### src/rtl/dma_fifo_pkg.sv
package dma_fifo_pkg;
  localparam int LANES = 4;

  typedef enum logic {
    SZ_SHALLOW = 1'b0,
    SZ_DEEP    = 1'b1
  } fifo_size_e;
endpackage

### src/rtl/byte_lane_ram.sv
module byte_lane_ram #(
  parameter int DEPTH = 134,
  parameter int AW    = 8,
  parameter int DW    = 8
) (
  input  logic          clk,
  input  logic          we,
  input  logic [AW-1:0] waddr,
  input  logic [DW-1:0] wdata,
  input  logic          re,
  input  logic [AW-1:0] raddr,
  output logic [DW-1:0] rdata
);
  logic [DW-1:0] mem [DEPTH];

  // Write and registered read in one process, without reset, so a block RAM can be inferred.
  always_ff @(posedge clk) begin
    if (we) mem[waddr] <= wdata;
    if (re) rdata <= mem[raddr];
  end
endmodule

### src/rtl/fifo_ptr_ctrl.sv
module fifo_ptr_ctrl
  import dma_fifo_pkg::*;
#(
  parameter int SHALLOW_BYTES = 88,
  parameter int DEEP_BYTES    = 536,
  parameter int PTR_W         = 10,
  parameter int OFS_W         = 10
) (
  input  logic             clk,
  input  logic             rst,
  input  logic             clr,
  input  logic             deep_sel,
  input  logic             wr_en,
  input  logic [LANES-1:0] wr_be,
  input  logic             rd_en,
  output logic [PTR_W-1:0] wr_ptr,
  output logic [PTR_W-1:0] rd_ptr,
  output logic [LANES-1:0] lane_we,
  output logic             rd_fire,
  output logic [PTR_W-1:0] fill,
  output logic             empty,
  output logic             full,
  output logic             overflow,
  output logic             mode_q,
  output logic             mode_n,
  output logic [OFS_W-1:0] ofs_n
);
  localparam int NB_W = $clog2(LANES + 1);
  localparam logic [PTR_W-1:0] CAP_S = PTR_W'(SHALLOW_BYTES);
  localparam logic [PTR_W-1:0] CAP_D = PTR_W'(DEEP_BYTES);

  fifo_size_e       mode_r;
  logic [NB_W-1:0]  nb;
  logic [PTR_W-1:0] cap, cap_n, wr_step, wr_adv, rd_adv;
  logic [PTR_W-1:0] wr_ptr_n, rd_ptr_n, fill_n;
  logic [OFS_W-1:0] ofs_q;
  logic             wr_req, wr_fits, wr_fire, mode_sw, ovf_n;

  assign mode_q = (mode_r == SZ_DEEP);

  // Bytes offered by this write.
  always_comb begin
    nb = '0;
    for (int i = 0; i < LANES; i++) nb = nb + NB_W'(wr_be[i]);
  end

  assign cap     = mode_q ? CAP_D : CAP_S;
  assign wr_req  = wr_en & (|wr_be);
  assign wr_fits = ({1'b0, fill} + (PTR_W + 1)'(nb)) <= {1'b0, cap};
  assign wr_fire = wr_req & wr_fits & ~clr;
  assign rd_fire = rd_en & (fill != '0) & ~clr;

  // The size input is taken only with nothing held and no write in flight.
  assign mode_sw = ~clr & (fill == '0) & ~wr_req & (deep_sel != mode_q);
  assign mode_n  = mode_sw ? deep_sel : mode_q;
  assign cap_n   = mode_n ? CAP_D : CAP_S;

  assign wr_step = wr_fire ? PTR_W'(nb) : '0;
  assign wr_adv  = wr_ptr + wr_step;
  assign rd_adv  = rd_ptr + PTR_W'(1);
  assign lane_we = wr_fire ? wr_be : '0;

  always_comb begin
    if (clr || mode_sw) begin
      wr_ptr_n = '0;
      rd_ptr_n = '0;
    end else begin
      wr_ptr_n = (wr_adv == cap) ? '0 : wr_adv;
      rd_ptr_n = rd_fire ? ((rd_adv == cap) ? '0 : rd_adv) : rd_ptr;
    end
  end

  assign fill_n = clr ? '0 : (fill + wr_step - PTR_W'(rd_fire));
  assign ofs_n  = clr ? '0 : (ofs_q + (wr_fire ? OFS_W'(nb) : '0));
  assign ovf_n  = clr ? 1'b0 : (overflow | (wr_req & ~wr_fits));

  always_ff @(posedge clk) begin
    if (rst) begin
      wr_ptr   <= '0;
      rd_ptr   <= '0;
      fill     <= '0;
      ofs_q    <= '0;
      empty    <= 1'b1;
      full     <= 1'b0;
      overflow <= 1'b0;
      mode_r   <= SZ_SHALLOW;
    end else begin
      wr_ptr   <= wr_ptr_n;
      rd_ptr   <= rd_ptr_n;
      fill     <= fill_n;
      ofs_q    <= ofs_n;
      empty    <= (fill_n == '0);
      full     <= (fill_n == cap_n);
      overflow <= ovf_n;
      mode_r   <= fifo_size_e'(mode_n);
    end
  end
endmodule

### src/rtl/fifo_residual.sv
module fifo_residual #(
  parameter int OFS_W         = 10,
  parameter int SHALLOW_OFS_W = 7,
  parameter int LO_W          = 8
) (
  input  logic                  clk,
  input  logic                  rst,
  input  logic [OFS_W-1:0]      ofs_n,
  input  logic                  mode_n,
  input  logic [OFS_W-1:0]      bcnt,
  output logic [OFS_W-1:0]      residual,
  output logic [LO_W-1:0]       ofs_lo,
  output logic [OFS_W-LO_W-1:0] ofs_hi
);
  localparam logic [OFS_W-1:0] MASK_S = OFS_W'((1 << SHALLOW_OFS_W) - 1);

  logic [OFS_W-1:0] mask, ofs_m, diff;

  assign mask  = mode_n ? '1 : MASK_S;
  assign ofs_m = ofs_n & mask;
  assign diff  = (ofs_n - bcnt) & mask;

  always_ff @(posedge clk) begin
    if (rst) begin
      residual <= '0;
      ofs_lo   <= '0;
      ofs_hi   <= '0;
    end else begin
      residual <= diff;
      ofs_lo   <= ofs_m[LO_W-1:0];
      ofs_hi   <= ofs_m[OFS_W-1:LO_W];
    end
  end
endmodule

### src/rtl/dma_byte_fifo.sv
module dma_byte_fifo
  import dma_fifo_pkg::*;
#(
  parameter int BYTE_W        = 8,
  parameter int SHALLOW_BYTES = 88,
  parameter int DEEP_BYTES    = 536,
  parameter int SHALLOW_OFS_W = 7,
  parameter int OFS_W         = 10,
  parameter int LO_W          = 8,
  localparam int PTR_W        = $clog2(DEEP_BYTES + 1),
  localparam int HI_W         = OFS_W - LO_W
) (
  input  logic                    clk,
  input  logic                    rst,
  input  logic                    clr,
  input  logic                    deep_sel,
  input  logic                    wr_en,
  input  logic [LANES-1:0]        wr_be,
  input  logic [LANES*BYTE_W-1:0] wr_data,
  input  logic                    rd_en,
  output logic [BYTE_W-1:0]       rd_data,
  output logic                    rd_valid,
  input  logic [OFS_W-1:0]        bcnt,
  output logic [PTR_W-1:0]        fill,
  output logic                    empty,
  output logic                    full,
  output logic                    overflow,
  output logic [OFS_W-1:0]        residual,
  output logic [LO_W-1:0]         ofs_lo,
  output logic [HI_W-1:0]         ofs_hi
);
  localparam int LANE_W = $clog2(LANES);
  localparam int ROWS   = DEEP_BYTES / LANES;
  localparam int AW     = PTR_W - LANE_W;

  logic [PTR_W-1:0]  wr_ptr, rd_ptr;
  logic [LANES-1:0]  lane_we;
  logic              rd_fire, mode_q, mode_n;
  logic [OFS_W-1:0]  ofs_n;
  logic [BYTE_W-1:0] lane_q [LANES];
  logic [LANE_W-1:0] rd_sel_q;

  fifo_ptr_ctrl #(
    .SHALLOW_BYTES(SHALLOW_BYTES),
    .DEEP_BYTES   (DEEP_BYTES),
    .PTR_W        (PTR_W),
    .OFS_W        (OFS_W)
  ) u_ctrl (
    .clk     (clk),
    .rst     (rst),
    .clr     (clr),
    .deep_sel(deep_sel),
    .wr_en   (wr_en),
    .wr_be   (wr_be),
    .rd_en   (rd_en),
    .wr_ptr  (wr_ptr),
    .rd_ptr  (rd_ptr),
    .lane_we (lane_we),
    .rd_fire (rd_fire),
    .fill    (fill),
    .empty   (empty),
    .full    (full),
    .overflow(overflow),
    .mode_q  (mode_q),
    .mode_n  (mode_n),
    .ofs_n   (ofs_n)
  );

  // One memory per byte lane. A write never crosses a row, so every lane uses the write row.
  for (genvar l = 0; l < LANES; l++) begin : g_lane
    byte_lane_ram #(
      .DEPTH(ROWS),
      .AW   (AW),
      .DW   (BYTE_W)
    ) u_ram (
      .clk  (clk),
      .we   (lane_we[l]),
      .waddr(wr_ptr[PTR_W-1:LANE_W]),
      .wdata(wr_data[l*BYTE_W +: BYTE_W]),
      .re   (rd_fire && (rd_ptr[LANE_W-1:0] == LANE_W'(l))),
      .raddr(rd_ptr[PTR_W-1:LANE_W]),
      .rdata(lane_q[l])
    );
  end

  always_ff @(posedge clk) begin
    if (rst) begin
      rd_valid <= 1'b0;
      rd_sel_q <= '0;
    end else begin
      rd_valid <= rd_fire;
      if (rd_fire) rd_sel_q <= rd_ptr[LANE_W-1:0];
    end
  end

  assign rd_data = lane_q[rd_sel_q];

  fifo_residual #(
    .OFS_W        (OFS_W),
    .SHALLOW_OFS_W(SHALLOW_OFS_W),
    .LO_W         (LO_W)
  ) u_res (
    .clk     (clk),
    .rst     (rst),
    .ofs_n   (ofs_n),
    .mode_n  (mode_n),
    .bcnt    (bcnt),
    .residual(residual),
    .ofs_lo  (ofs_lo),
    .ofs_hi  (ofs_hi)
  );
endmodule

### config.mk
export PLATFORM = sky130hd
export DESIGN_NAME = dma_byte_fifo
export DESIGN_NICKNAME = d
export VERILOG_FILES = /design/src/rtl/dma_fifo_pkg.sv /design/src/rtl/byte_lane_ram.sv /design/src/rtl/fifo_ptr_ctrl.sv /design/src/rtl/fifo_residual.sv /design/src/rtl/dma_byte_fifo.sv
export SDC_FILE = /design/constraint.sdc
export NUM_CORES = 2
export LEC_CHECK = 0
export BUFFER_PORTS_ARGS = -buffer_cell sky130_fd_sc_hd__buf_4
export CORE_MARGIN = 2
export CORE_UTILIZATION = 45
export DETAILED_ROUTE_END_ITERATION = 16
export PLACE_DENSITY_LB_ADDON = 0.1
export SETUP_SLACK_MARGIN = 0.2
export SYNTH_ARGS = -nofsm -noshare
export SYNTH_HDL_FRONTEND = slang
export SYNTH_HIERARCHICAL = 1
export SYNTH_MEMORY_MAX_BITS = 65536
export SYNTH_SLANG_ARGS = --single-unit
export TNS_END_PERCENT = 1
### constraint.sdc
create_clock -name clk -period 15.6 [get_ports clk]
set_input_delay 0.78 -clock clk [delete_from_list [all_inputs] [get_ports clk]]
set_output_delay 0.78 -clock clk [all_outputs]
set_load 0.02 [all_outputs]
==> impl_metrics.py <==
metrics = {
    "drt": {
        "drc_errors": 4,
        "routed_wl_um": 490000,
        "ant_nets": 0,
        "dr.pass1.iters": 12,
        "m1WireLength_um": 206000,
        "dr.max_layer_used": "met5",
        "dr_wl_met2_um": 234000,
        "wl_met3_um": 33800,
        "drtIter0Drc": 10300,
        "vias_per_cell": 6.02,
        "wl_per_cell_um": 32.3,
        "num_vias": 91600,
    },
    "setup_path": {
        "timing.rr.start": "u_ctrl/fill[0]",
        "worstSetupPathType": "in -> reg",
        "worstPathMaxFanout": 8,
        "crit_path_start_kind": "primary input",
        "cp-startpoint": "wr_be[0]",
        "worst_ep_required_time_ns": 16.21,
        "crit_arrival_ns": 7.97,
        "crit_path_end_kind": "flop",
    },
    "outcome": {
        "violations": "DRC",
        "status": "finished, violations left",
    },
    "pwr": {
        "switching_share": 0.207,
        "p_int_mw": 19.6,
        "leakage_nw": 57.7,
        "pwr-share-seq": 0.527,
        "ir_drop_uv": 96.3,
        "p_comb_frac": 0.028,
        "switching_power_mw": 5.11,
        "total_power_mw": 24.7,
        "powerDensity_nw_per_um2": 126,
        "clkPwrFrac": 0.445,
    },
    "floorplan": {
        "die_x_um": 629,
        "fp.dieH_um": 629,
        "start_util": 0.452,
        "boundaryPins": 94,
        "dieArea_um2": 395000,
        "fp-row-count": 229,
        "core_area_um2": 389000,
    },
    "cts": {
        "htree_levels": 5,
        "cts_tree": "yes",
        "cts-resized-gates": 0,
        "clkTransAtPathRegs_ns": 0.06,
        "clkSinkCount": 4387,
        "clock_latency_ns": 1.00,
        "numCtsBuffers": 449,
        "cts_root_buffer": "clkbuf_16",
        "clock_path_buffers": 4,
    },
    "grt": {
        "grt_pass1_vias": 91700,
        "grt_max_degree": 133,
        "grt-ovfl-total": 0,
        "grt_pass1_wl_um": 695000,
        "antenna_found_initial": 22,
        "grtUsageTotal": 0.244,
    },
    "hold_path": {
        "hold_path_class": "in -> reg",
        "min_from": "bcnt[0]",
    },
    "cells_and_area": {
        "final_nets": 9710,
        "fill_cells": 31400,
        "mostFrequentLayoutCell": "edfxtp_1",
        "seq_area_um2": 131000,
        "multi_input_area_um2": 40400,
        "drive_gt1_frac": 0.170,
        "fin_cells": 15200,
        "syn_to_final_growth_pct": 11.3,
        "layout_common_cells": "4,320 x edfxtp_1, 959 x mux2i_1, 673 x nor2_1",
        "utilization": 0.503,
    },
    "timing": {
        "fmax_mhz": 136,
        "setup_viol": 0,
        "fin_ws_ns": 8.24,
        "tns_ns": 0,
        "skew_ns": 0.0338,
        "timing.final.crit_share": 0.472,
        "slew_headroom": 0.0755,
        "drv_slew": 0,
        "rsz0062_at_grt": "false",
        "min_period_ns": 7.36,
        "finalHoldViolations": 0,
        "worst_pin_slew_ns": 1.38,
    },
    "yosys": {
        "yosys_most_used_dff": "edfxtp_1",
        "synth-seq-area-share": 0.747,
        "synth_enable_flop_cells": 4320,
        "synth_xor_area_frac": 0.00210,
        "synth_top_family_by_area": "multiplexers",
        "syn_inst": 9414,
        "synth.distinct_cells": 80,
        "synth-compound-area-share": 0.0482,
        "synthesis.area_um2": 176000,
        "avgSynthCellArea_um2": 18.6,
        "synth_fa_ha_area_frac": 0.00395,
        "syn-num-nets": 9517,
        "yosys_warnings": 6,
        "synth_seq_cells": 4387,
        "async_flop_share": 0,
        "synthMuxAreaShare": 0.138,
        "synthSimpleGateAreaFrac": 0.0375,
    },
    "placement": {
        "place_inst": 14400,
        "dp_slack_ns": 7.47,
        "place_hpwl_um": 306000,
        "io_buffers": 93,
        "gp_congestion": 0.889,
    },
    "job": {
        "drv_cap": 0,
    },
}
## worst max-delay path, stage by stage
cell and delay [ns]:
buf_4 0.12, fa_1 0.67, ha_1 0.39, ha_1 0.18, inv_1 0.07, fa_1 0.43, nor2b_1 0.25, o211ai_1 0.15
xnor2_1 0.17, ha_1 0.37, nand2_1 0.08, o32ai_1 0.25, a41oi_1 0.12, o31a_1 0.59, nor4_1 0.88, inv_1 0.47
nor2_1 0.32, nand2_1 0.72, nor2_1 0.92
## sequential cells by signal, summed over array words and instances (netlist names), 8 cells and up
name                cells
u_ctrl/ofs_q           10
u_res/residual         10
u_ctrl/fill            10
u_ctrl/wr_ptr          10
g_lane.u_ram/rdata     32
u_res/ofs_lo            8
g_lane.u_ram/mem     4288
u_ctrl/rd_ptr          10
## synth_stat cells, types with 57 or more instances
| library cell | n | area, um^2 |
|---|---|---|
| a211oi_1 | 67 | 503 |
| a21oi_1 | 292 | 1460 |
| a22oi_1 | 240 | 1800 |
| a31oi_1 | 70 | 438 |
| and2_1 | 94 | 588 |
| buf_2 | 76 | 380 |
| buf_6 | 81 | 912 |
| clkbuf_1 | 225 | 845 |
| dfxtp_1 | 67 | 1340 |
| edfxtp_1 | 4320 | 130000 |
| inv_1 | 69 | 259 |
| mux2_2 | 132 | 1490 |
| mux2i_1 | 959 | 9600 |
| mux4_2 | 524 | 11800 |
| nand2_1 | 289 | 1080 |
| nand3_1 | 68 | 340 |
| nor2_1 | 677 | 2540 |
| nor3_1 | 101 | 505 |
| nor4_1 | 57 | 357 |
| o21ai_0 | 58 | 290 |
| o221ai_1 | 113 | 990 |
| o22ai_1 | 161 | 1010 |
## kinds of logic (layout without fill, tap and decap cells)
family                     count (synthesis)  count (layout)
other                                      0               8
muxes                                   1667            1667
DFF                                     4387            4387
xor gates and xnor gates                  42              42
buffers and inverters                    586            1164
and+or+nand+nor                         1457            1457
AOI/OAI and AO/OA                       1223            1223
adders and majority gates                 52              52
## through the flow
| step | cell area (um^2) | hold WS, ns |
|---|---|---|
| 2_1_floorplan | 176000 | 0.490 |
| 3_3_place_gp | 180000 | 0.513 |
| 3_5_place_dp | 180000 | 0.517 |
| 4_1_cts | 195000 | 0.0381 |
| 5_1_grt | 195000 | 0.0880 |
| 6_report | 195000 | 0.118 |
## power groups by stage
| stage | Combinational [mW] | Sequential [mW] | Clock (mW) |
|---|---|---|---|
| 2_1_floorplan | 0.263 | 13.2 | 0 |
| 3_3_place_gp | 0.705 | 13.3 | 0 |
| 3_5_place_dp | 0.705 | 13.3 | 0 |
| 4_1_cts | 0.705 | 13.0 | 11.2 |
| 5_1_grt | 0.753 | 13.0 | 11.6 |
| 6_report | 0.698 | 13.0 | 11.0 |
## final cells by class
class	instances	area share
antenna	8	0.000102
clock buffer	525	0.0594
clock inverter	311	0.0178
inverter	69	0.00133
multi-input combinational	4441	0.207
sequential	4387	0.671
tap	5197	0.0333
timing repair buffer	259	0.0106
## path summary, 6_finish.rpt
| check | slack [ns] | end | cells past startpoint |
|---|---|---|---|
| worst max-delay path | 8.24 | g_lane[0].u_ram/mem[27][5] | 19 |
| worst min-delay path | 0.12 | u_res/residual[0] | 3 |
| worst max register to register | 8.77 | g_lane[0].u_ram/mem[27][5] | 16 |
| worst min register to register | 0.50 | u_ctrl/overflow | 2 |
## repair_timing
action,in CTS,in global routing
setup buffers,0,0
hold endpoints to repair,4,0
hold buffers,1,0
## per-layer routing
layer	track usage	vias up
met1	0.342	48300
li1	-	38700
met5	0	-
met2	0.394	3826
met3	0.0371	769
met4	0.0775	12
(Power assumes the default switching activity.)
